--- config.mk ---
export PLATFORM = sky130hd
export DESIGN_NAME = dual_bus_regbank
export DESIGN_NICKNAME = d
export VERILOG_FILES = /design/src/rtl/dbus_pkg.sv /design/src/rtl/dbus_slot.sv /design/src/rtl/dbus_mux.sv /design/src/rtl/dual_bus_regbank.sv
export SDC_FILE = /design/constraint.sdc
export NUM_CORES = 1
export LEC_CHECK = 0
export ABC_AREA = 1
export BUFFER_PORTS_ARGS = -buffer_cell sky130_fd_sc_hd__buf_2
export CORE_ASPECT_RATIO = 1.5
export CORE_UTILIZATION = 45
export DETAILED_ROUTE_END_ITERATION = 10
export GPL_TIMING_DRIVEN = 0
export PLACE_DENSITY = 0.59
export SLEW_MARGIN = 20
export SYNTH_ARGS = -nofsm -noshare
export SYNTH_HDL_FRONTEND = slang
export SYNTH_SLANG_ARGS = --single-unit
--- constraint.sdc ---
create_clock -name clk_i -period 2.35 [get_ports clk_i]
set_clock_uncertainty 0.05 [all_clocks]
set_input_delay 0.47 -clock clk_i [delete_from_list [all_inputs] [get_ports clk_i]]
set_output_delay 0.47 -clock clk_i [all_outputs]
set_load 0.01 [all_outputs]
--- src/rtl/dbus_pkg.sv ---
package dbus_pkg;
  localparam int unsigned DEF_WIDTH = 16;
  localparam int unsigned DEF_REGS  = 8;
endpackage

--- src/rtl/dbus_slot.sv ---
module dbus_slot #(
  parameter int unsigned WIDTH = dbus_pkg::DEF_WIDTH,
  parameter int unsigned SEL_W = 3,
  parameter int unsigned IDX   = 0
) (
  input  logic             clk_i,
  input  logic             rst_ni,
  input  logic             ld_a_en_i,
  input  logic [SEL_W-1:0] ld_a_sel_i,
  input  logic             ld_b_en_i,
  input  logic [SEL_W-1:0] ld_b_sel_i,
  input  logic [WIDTH-1:0] bus_a_i,
  input  logic [WIDTH-1:0] bus_b_i,
  output logic [WIDTH-1:0] q_o
);
  localparam logic [SEL_W-1:0] MY_SEL = SEL_W'(IDX);

  logic hit_a, hit_b;
  assign hit_a = ld_a_en_i && (ld_a_sel_i == MY_SEL);
  assign hit_b = ld_b_en_i && (ld_b_sel_i == MY_SEL);

  // bus B takes precedence on a doubled load (undefined usage for the controller)
  always_ff @(posedge clk_i or negedge rst_ni) begin
    if (!rst_ni)    q_o <= '0;
    else if (hit_b) q_o <= bus_b_i;
    else if (hit_a) q_o <= bus_a_i;
  end

  assert_load_a_R5: assert property (@(posedge clk_i) disable iff (!rst_ni)
    $past(rst_ni) && $past(hit_a) && !$past(hit_b) |-> q_o == $past(bus_a_i));

  assert_b_wins_R7: assert property (@(posedge clk_i) disable iff (!rst_ni)
    $past(rst_ni) && $past(hit_b) |-> q_o == $past(bus_b_i));

  assert_hold_R9: assert property (@(posedge clk_i) disable iff (!rst_ni)
    $past(rst_ni) && !$past(hit_a) && !$past(hit_b) |-> $stable(q_o));
endmodule

--- src/rtl/dbus_mux.sv ---
module dbus_mux #(
  parameter int unsigned WIDTH = dbus_pkg::DEF_WIDTH,
  parameter int unsigned NREGS = dbus_pkg::DEF_REGS,
  parameter int unsigned SEL_W = 3
) (
  input  logic [NREGS-1:0][WIDTH-1:0] regs_i,
  input  logic                        en_i,
  input  logic [SEL_W-1:0]            sel_i,
  input  logic [WIDTH-1:0]            ext_i,
  output logic [WIDTH-1:0]            bus_o,
  output logic                        vld_o
);
  logic [WIDTH-1:0] pick;

  always_comb begin
    pick = '0;
    for (int i = 0; i < NREGS; i++) begin
      if (sel_i == SEL_W'(i)) pick = regs_i[i];
    end
  end

  assign bus_o = en_i ? pick : ext_i;
  assign vld_o = en_i;
endmodule

--- src/rtl/dual_bus_regbank.sv ---
module dual_bus_regbank #(
  parameter int unsigned WIDTH = dbus_pkg::DEF_WIDTH,
  parameter int unsigned NREGS = dbus_pkg::DEF_REGS,
  localparam int unsigned SEL_W = (NREGS > 1) ? $clog2(NREGS) : 1
) (
  input  logic             clk_i,
  input  logic             rst_ni,
  input  logic             drv_a_en_i,
  input  logic [SEL_W-1:0] drv_a_sel_i,
  input  logic             drv_b_en_i,
  input  logic [SEL_W-1:0] drv_b_sel_i,
  input  logic             ld_a_en_i,
  input  logic [SEL_W-1:0] ld_a_sel_i,
  input  logic             ld_b_en_i,
  input  logic [SEL_W-1:0] ld_b_sel_i,
  input  logic [WIDTH-1:0] ext_a_i,
  input  logic [WIDTH-1:0] ext_b_i,
  output logic [WIDTH-1:0] bus_a_o,
  output logic             bus_a_vld_o,
  output logic [WIDTH-1:0] bus_b_o,
  output logic             bus_b_vld_o
);
  logic [NREGS-1:0][WIDTH-1:0] regs;

  for (genvar g = 0; g < NREGS; g++) begin : g_slot
    dbus_slot #(.WIDTH(WIDTH), .SEL_W(SEL_W), .IDX(g)) slot_i (
      .clk_i      (clk_i),
      .rst_ni     (rst_ni),
      .ld_a_en_i  (ld_a_en_i),
      .ld_a_sel_i (ld_a_sel_i),
      .ld_b_en_i  (ld_b_en_i),
      .ld_b_sel_i (ld_b_sel_i),
      .bus_a_i    (bus_a_o),
      .bus_b_i    (bus_b_o),
      .q_o        (regs[g])
    );
  end

  dbus_mux #(.WIDTH(WIDTH), .NREGS(NREGS), .SEL_W(SEL_W)) mux_a_i (
    .regs_i (regs),
    .en_i   (drv_a_en_i),
    .sel_i  (drv_a_sel_i),
    .ext_i  (ext_a_i),
    .bus_o  (bus_a_o),
    .vld_o  (bus_a_vld_o)
  );

  dbus_mux #(.WIDTH(WIDTH), .NREGS(NREGS), .SEL_W(SEL_W)) mux_b_i (
    .regs_i (regs),
    .en_i   (drv_b_en_i),
    .sel_i  (drv_b_sel_i),
    .ext_i  (ext_b_i),
    .bus_o  (bus_b_o),
    .vld_o  (bus_b_vld_o)
  );

  assert_bus_a_R2: assert property (@(posedge clk_i) disable iff (!rst_ni)
    drv_a_en_i && (32'(drv_a_sel_i) < NREGS) |-> bus_a_o == regs[drv_a_sel_i] && bus_a_vld_o);

  assert_bus_b_R2: assert property (@(posedge clk_i) disable iff (!rst_ni)
    drv_b_en_i && (32'(drv_b_sel_i) < NREGS) |-> bus_b_o == regs[drv_b_sel_i] && bus_b_vld_o);

  assert_pass_a_R3: assert property (@(posedge clk_i) disable iff (!rst_ni)
    !drv_a_en_i |-> bus_a_o == ext_a_i && !bus_a_vld_o);

  assert_pass_b_R3: assert property (@(posedge clk_i) disable iff (!rst_ni)
    !drv_b_en_i |-> bus_b_o == ext_b_i && !bus_b_vld_o);

  // the value driven before the edge must be the pre-edge contents
  assert_old_on_bus_R8: assert property (@(posedge clk_i) disable iff (!rst_ni)
    $past(rst_ni) && $past(drv_a_en_i) && (32'($past(drv_a_sel_i)) < NREGS)
      && !$past(ld_a_en_i && ld_a_sel_i == drv_a_sel_i)
      && !$past(ld_b_en_i && ld_b_sel_i == drv_a_sel_i)
      |-> regs[$past(drv_a_sel_i)] == $past(bus_a_o));
endmodule

==> results of run 1 <==
[metrics by stage]
step / power, mW / TNS [ns] / cells / hold slack (ns)
6_report: 8.214 / -0.03937 / 1701 / 0.3409
5_1_grt: 8.504 / -0.2390 / 1701 / 0.3673
4_1_cts: 7.909 / -0.001461 / 1663 / 0.4116
3_5_place_dp: 4.961 / -24.62 / 1599 / 0.3413
3_3_place_gp: 4.940 / -175.67 / 1598 / 0.4290
2_1_floorplan: 4.210 / 0 / 1268 / 0.1244
[logic make-up (layout without fill, tap and decap cells)]
group | Yosys count | in the layout | synth area share
simple gates | 939 | 939 | 0.5103
flops | 128 | 128 | 0.3810
buf+inv | 134 | 319 | 0.06860
compound gates | 67 | 67 | 0.04018
[cells in the mapped netlist]
cell / n
buf_2: 26
a21oi_1: 64
dfrtp_1: 128
inv_1: 50
or2_2: 6
nor2_1: 75
nand2_1: 476
nor2_4: 2
nor2_2: 3
nand4_1: 98
nand2_2: 27
nor3_4: 3
nor3_1: 5
o21ai_0: 1
buf_1: 11
nand3_1: 229
clkbuf_1: 28
nand4_2: 3
nor4_2: 1
inv_2: 8
buf_4: 11
and2_1: 5
a31oi_1: 2
nor3_2: 6
[worst max path at each step]
stage	startpoint	to	slack [ns]	cells past startpoint
finish	drv_a_sel_i[1]	bus_a_o[6]	-0.02	9
global route	drv_a_sel_i[0]	bus_a_o[6]	-0.04	8
CTS	drv_b_sel_i[2]	bus_b_o[13]	-0.001	10
detailed placement	drv_b_sel_i[0]	bus_b_o[13]	-0.57	9
global placement	rst_ni	g_slot[7].slot_i.q_o[10]	-1.18	1
floorplan	drv_a_sel_i[1]	bus_a_o[6]	0.21	8
[final cells by class]
type / instances / area (um2) / area share
Multi-Input combinational cell: 1006 / 5054 / 0.4576
Sequential cell: 128 / 3203 / 0.2900
Timing Repair Buffer: 153 / 1089 / 0.09856
Buffer: 76 / 563.0 / 0.05098
Clock buffer: 18 / 429.2 / 0.03886
Tap cell: 248 / 310.3 / 0.02810
Inverter: 58 / 237.7 / 0.02152
Clock inverter: 14 / 158.9 / 0.01439
[tightest hold or removal path, stage by stage]
cell     delay [ns]
buf_2          0.07
nand2_1        0.07
nand2_4        0.08
nand2_1        0.05
nand3_1        0.06
[power by group]
| part | switching [mW] | internal (mW) |
|---|---|---|
| Clock | 1.19 | 1.58 |
| Combinational | 1.42 | 0.902 |
| Sequential | 0.438 | 2.69 |
| Total | 3.04 | 5.18 |
[timing repair]
action / in CTS / in global routing
endpoints found under the setup margin: 32 / 32
gates resized for setup: 125 / 85
endpoints found under the hold margin: 44 / 0
pin swaps: 49 / 53
buffers inserted: 31 / 35
hold buffers: 1 / 0
gates cloned: 0 / 3
[layer usage]
| layer | track usage | up-vias |
|---|---|---|
| li1 | - | 4577 |
| met3 | 0.05679 | 170 |
| met1 | 0.4958 | 4752 |
| met4 | 0.2283 | 0 |
| met5 | 0 | - |
| met2 | 0.6299 | 608 |
==> results.md, run 1 <==
Setup path:
- The arrival time reported for the critical path endpoint is 1.85 ns.
- The number of buffer and inverter stages on the critical path is 3.
- STA classifies the critical path startpoint as an input port.
- The largest single stage delay on the critical path is 0.34 ns.
- The critical path required time is 1.83 ns.
- Among cell families on the critical path, the largest total delay comes from simple AND/OR/NAND/NOR gates.
- Counting cells, the worst reg-to-reg path comes to 10.
- The startpoint of the worst-slack reg-to-reg timing path is g_slot[2].slot_i.q_o[15].
- The cell repeated most along the worst path is nand4_1.
- The setup path with the least slack is of type input port to output pin.
- The worst setup path is captured at an output pin.
- The end of the worst register-to-register path is g_slot[1].slot_i.q_o[15].
- The setup check on the worst reg-to-reg path leaves a slack of 0.66 ns.
- The slowest library cell on the worst path is nor3_2.
- In this run the worst path has a maximum fanout of 10.
- Traced cell by cell, the critical path runs through buf_4, clkbuf_4, nor3_2, nand2_1, nand4_1, nor2_1, nand4_1, and2_1, buf_2.

Synth:
- In this run the mean area of a mapped cell was 6.631 um2.
- The synthesis warning total is 0.
- The flop and latch count out of synthesis is 128.
- Ranked by total cell area, the synthesized netlist is headed by dfrtp_1 (38%), nand2_1 (21%), nand3_1 (14%), nand4_1 (7.3%), a21oi_1 (3.8%).
- The part of the Yosys area used for sequential elements is 0.3810.
- dfrtp_1 takes more of the synthesized area than any other cell.
- Synthesis instantiated 24 different standard cells from the library.
- Of the post-synthesis cell area, the dominant cell type holds 0.3810.
- The cell count after synthesis came out at 1268.
- The total standard cell area after synthesis is 8408 um2.
- The post-synthesis net count is 1318.

Routing:
- Summed over all nets, wire length on met3 after detailed routing comes to 2711 um.
- The met1 layer wirelength in the final routing is 15030 um.
- The count of antenna-violating nets left after detailed routing is 0.
- The routed design has 37480 um of wire.
- The detailed-routing iteration count for the pre-antenna-repair pass is 8.
- The via density per instance is 5.942.
- The number of remaining DRC errors is 0.
- The DRC violation total after the first TritonRoute iteration is 1240.
- The final routed wire length divided by cell count is 22.03 um.
- The via count is 10110.
- The total length of routed met2 wires is 17430 um.
- The detailed router used layers up to and including met4.

Cells and area:
- The top cell types in the final layout, fill and taps aside, are nand2_1 (462), nand3_1 (214), dfrtp_1 (128), nand4_1 (98), buf_2 (77).
- The number of antenna diodes in the final layout is 0.
- The layout has 1706 filler cells.
- The fraction of final layout cells sized beyond drive strength 1 is 0.2478.
- The register with the most flip-flops in the layout has 128 of them.
- The area growth from synthesis to layout is 31.35%.
- After the last flow step, the layout net total stands at 1490.
- The largest registers in the layout are g_slot.slot_i.q_o: 128 flops.
- Measured on the finished design, the core utilization comes to 0.6104.
- The most frequent standard cell in the layout excluding fill and tap cells is nand2_1.
- Once layout is done, the placed cells without fillers occupy 11040 um2.
- The largest register by flop count is g_slot.slot_i.q_o.

Floorplanning:
- The die is 113.6 um wide.
- The number of rows in the core area is 60.
- The core region is 18090 um2.
- The floorplan die height is 169.4 um.
- The I/O pin count is 84.
- The die area is 19250 um2.
- The initial core utilization is 0.4647.

Global routing:
- The first-pass GRT wire length is 55170 um.
- The number of global-route vias before repair is 9475.
- The number of antenna violations at the first check in global routing came to 0.
- For this run, the total global-route usage over all layers was measured as 0.3904.
- The total congestion overflow after global routing is 0.
- Entering global routing, the biggest net connects 85 pins.

Flow run:
- Max-cap violations in this run came to 0.

CTS:
- The clock slew seen by the registers of the worst setup and hold paths is 0.06 ns.
- TritonCTS built the clock tree.
- In this run the deepest clock path goes through 2 buffers.
- The cell at the root of the clock tree is clkbuf_16.
- The H-tree generated during clock tree synthesis spans 4 levels.
- For the worst-skew pair, the clock arrives at the later sink with an insertion delay of 0.44 ns.
- The clock net in this run drives a total of 128 sinks.
- The number of buffers created by CTS is 17.

Timing:
- The post-layout worst setup margin is -0.01986 ns.
- The number of pins with negative max-slew slack in the final report is 0.
- The headroom to the max-slew limit is 0.2858.
- The post-route clock period utilization is 1.008.
- Setup violations remaining at the end of the flow were counted as 4.
- At the pin with the least slew margin, the transition time is 1.071 ns.
- The maximum operating frequency is 422.0 MHz.
- The hold violation count in the final report is 0.
- Subtracting the final worst setup slack from the clock period gives 2.370 ns.
- Setup repair after global routing could not meet its margin everywhere.

Min path:
- The worst hold path terminates at g_slot[5].slot_i.q_o[0].
- The worst hold path was traced through 5 stages.
- The worst min-delay path category is input port to flip-flop.
- The worst hold path startpoint is ext_a_i[0].

Power:
- The largest voltage drop on the vdd net is 502.5 uV.
- The standby leakage power is 5.258 nW.
- The power density over cell area is 743.7 nW/um2.

Place:
- The instance area at placement is 9171 um2.
- The weighted congestion at the end of routability-driven global placement is 1.000.
- The detailed-placement wirelength estimate is 26000 um.
- Prior to clock tree synthesis, the placed netlist has a worst setup slack of -0.5688 ns.
- Input and output buffers added on the ports amount to 82.

Outcome:
- The final reports fail on negative setup slack.
- The run finished, with violations left.
No activity file was read; power rests on OpenSTA's default activity.
==> inputs of run 2 (changes only) <==
- CORE_UTILIZATION: 45 -> 60
- PLACE_DENSITY: 0.59 -> 0.77
==> results.md, run 2 (synthesis gave the netlist of run 1 again) <==
Timing:
- The shortest period the worst path allows is 2.373 ns.
- At the pin with the least slew margin, the transition time is 1.231 ns.
- The hold violation count in the final report is 0.
- Measured against its own limit, the worst slew margin works out to 0.1795.
- Setup violations remaining at the end of the flow were counted as 11.
- Static timing analysis puts the maximum clock frequency at 421.5 MHz.
- Setup repair after global routing could not meet its margin everywhere.
- The number of pins with negative max-slew slack in the final report is 0.
- The post-route clock period utilization is 1.010.
- The post-layout worst setup margin is -0.02265 ns.
- For the final routed database, the setup TNS stands at -0.1054 ns.

Setup path:
- In this run the worst path has a maximum fanout of 8.
- The critical path startpoint is drv_a_sel_i[1].
- The end of the worst register-to-register path is g_slot[3].slot_i.q_o[9].
- The reg-to-reg setup timing slack is 0.59 ns.
- STA puts the critical path data required time at 1.83 ns.
- Following the worst setup path forward leads to its endpoint at bus_a_o[14].
- The startpoint of the worst-slack reg-to-reg timing path is g_slot[2].slot_i.q_o[9].
- The nature of the critical path startpoint is an input port.
- The worst setup path is captured at an output pin.
- The arrival time reported for the critical path endpoint is 1.85 ns.
- The number of cells on the worst reg-to-reg path is 10.
- The setup path with the least slack is of type input port to output pin.

Cells and area:
- Ranked by flip-flop count, first place goes to g_slot.slot_i.q_o.
- The repair_antennas step left the layout with diodes totalling 0.
- Summing all multi-input logic gate instances after layout gives 5067 um2.
- The largest registers in the layout are g_slot.slot_i.q_o: 128 flops.
- The filler cell count in the final layout is 939.
- The combined flip-flop and latch cell area is 3203 um2.
- The area growth from synthesis to layout is 31.20%.
- After the flow finishes, the layout carries non-filler instances totaling 1624.
- The flip-flop count of the largest register, all copies and words added is 128.
- In the final layout, the share of cells above drive strength 1 is 0.2517.
- Leaving out fill and tap cells, the most frequent cells in the layout are nand2_1 (458), nand3_1 (208), dfrtp_1 (128), nand4_1 (98), buf_4 (86).
- The total number of nets in the final design is 1499.
- The library cell used most frequently in the layout, excluding fill and tap cells, is nand2_1.

Routing:
- Across all layers, the routed design uses 10770 vias.
- The count of antenna-violating nets left after detailed routing is 0.
- The detailed-routing iteration count for the pre-antenna-repair pass is 6.
- The final routed wire length divided by cell count is 22.60 um.
- Using the TritonRoute via totals, the vias-per-cell ratio works out to 6.630.
- Wires add up to 36700 um.
- In the routed design, unresolved DRC markers number 0.
- The DRC violation total after the first TritonRoute iteration is 1506.

CTS:
- The clock reaches the later pin of the worst-skew pair after 0.44 ns.
- TritonCTS built the clock tree.
- The number of clock sinks is 128.
- No sink is reached through more buffers than the 2 on the longest clock path.
- The number of buffers created by CTS is 17.
- The clock slew seen by the registers of the worst setup and hold paths is 0.06 ns.
- The H-tree was split into 4 levels.
- In this run the clock root is driven by a clkbuf_16.

Outcome:
- The checks that failed: negative setup slack.
- The flow ran to the end, but the final reports show violations.

Global routing:
- The number of antenna violations at the first check in global routing is 0.
- The total track usage is 0.4894.
- The total congestion overflow after global routing is 0.
- The number of global-route vias before repair is 10040.
- The pin count of the biggest net entering global routing is 90.
- The first global-routing pass estimated 53360 um of wire.

Min path:
- The tightest min-delay check is of the input port to flip-flop type.

Floorplanning:
- The floorplan step defined a die boundary enclosing 14500 um2.
- The floorplan die height is 147.0 um.
- The core outline area is 13600 um2.
- The number of rows in the core area is 52.
- The die is 98.66 um wide.
- For this design the top-level I/O count stands at 84.
- The initial core utilization is 0.6183.

Power:
- Power spread over the standard cell area amounts to 747.8 nW/um2.
- In this run the static leakage power is 5.334 nW.
- The largest voltage drop on the vdd net is 580.5 uV.

Place:
- During placement, the flow inserted port buffers numbering 82.
- Including well taps, the total number of placed cells is 1513.
- The detailed-placement wirelength estimate is 23970 um.
- Routability-driven placement finished with a final weighted congestion of 1.046.
- The post-placement worst setup slack is -0.5025 ns.

Flow run:
- Max-cap violations in this run came to 0.
-- run 2: cell types whose count changed in the layout (fill, tap and decap cells not counted), moves of 5 or more --
cell / delta
buf_4: +11
nand3_1: -6
nand2_2: +5
nor2_1: +8
nand3_2: +6
nor2_2: -9
-- run 2: area by class of cell --
| class | count | area share |
|---|---|---|
| tap | 162 | 0.01837 |
| timing repair buffer | 162 | 0.1048 |
| clock inverter | 14 | 0.01395 |
| multi-input combinational | 1006 | 0.4593 |
| buffer | 76 | 0.05115 |
| clock buffer | 18 | 0.03981 |
| sequential | 128 | 0.2903 |
| inverter | 58 | 0.02223 |
-- run 2: metrics by stage --
stage,utilization,area (um2),power (mW),hold slack [ns]
3_3_place_gp,0.6634,9021,4.856,0.4283
3_5_place_dp,0.6662,9059,4.914,0.3169
5_1_grt,0.8113,11030,8.509,0.3646
4_1_cts,0.7494,10190,7.771,0.4102
2_1_floorplan,-,8408,4.210,0.1244
6_report,0.8113,11030,8.249,0.3564
-- run 2: critical path, cell delays in order --
cell     delay [ns]
buf_4          0.16
inv_4          0.08
nor3_4         0.29
buf_6          0.19
buf_4          0.12
a21oi_1        0.04
nand4_1        0.14
nand2_2        0.08
nand2_4        0.15
buf_6          0.12
-- run 2: how the worst min path moves through the flow --
| stage | start | end | slack (ns) | cells past startpoint |
|---|---|---|---|---|
| after floorplan | rst_ni | g_slot[0].slot_i.q_o[0] | 0.12 | 0 |
| final | ext_a_i[1] | g_slot[5].slot_i.q_o[1] | 0.36 | 5 |
| after CTS | ext_b_i[6] | g_slot[2].slot_i.q_o[6] | 0.41 | 5 |
| after global placement | g_slot[3].slot_i.q_o[15] | g_slot[3].slot_i.q_o[15] | 0.43 | 2 |
| after detailed placement | rst_ni | g_slot[2].slot_i.q_o[0] | 0.32 | 1 |
| after global routing | ext_a_i[1] | g_slot[5].slot_i.q_o[1] | 0.36 | 5 |
-- run 2: repair_timing --
item                                    CTS  global route
pin swaps                                27            64
cloned                                    1             2
buffers inserted                         21            54
endpoints found under the setup margin   32            32
endpoints found under the hold margin    39             0
hold buffers                              1             0
resized for setup                       104           108
-- run 2: metal layers --
layer  wire length [um]  track usage  vias up
met5                  0            0        -
met4               3314       0.3522        0
met3               5036       0.1127      295
met2              16220       0.7542     1070
met1              12130       0.6028     4800
li1                   -            -     4602
-- run 2: where the power goes --
group	internal, mW	switching, mW
Clock	1.60	1.13
Sequential	2.70	0.440
Combinational	0.921	1.46
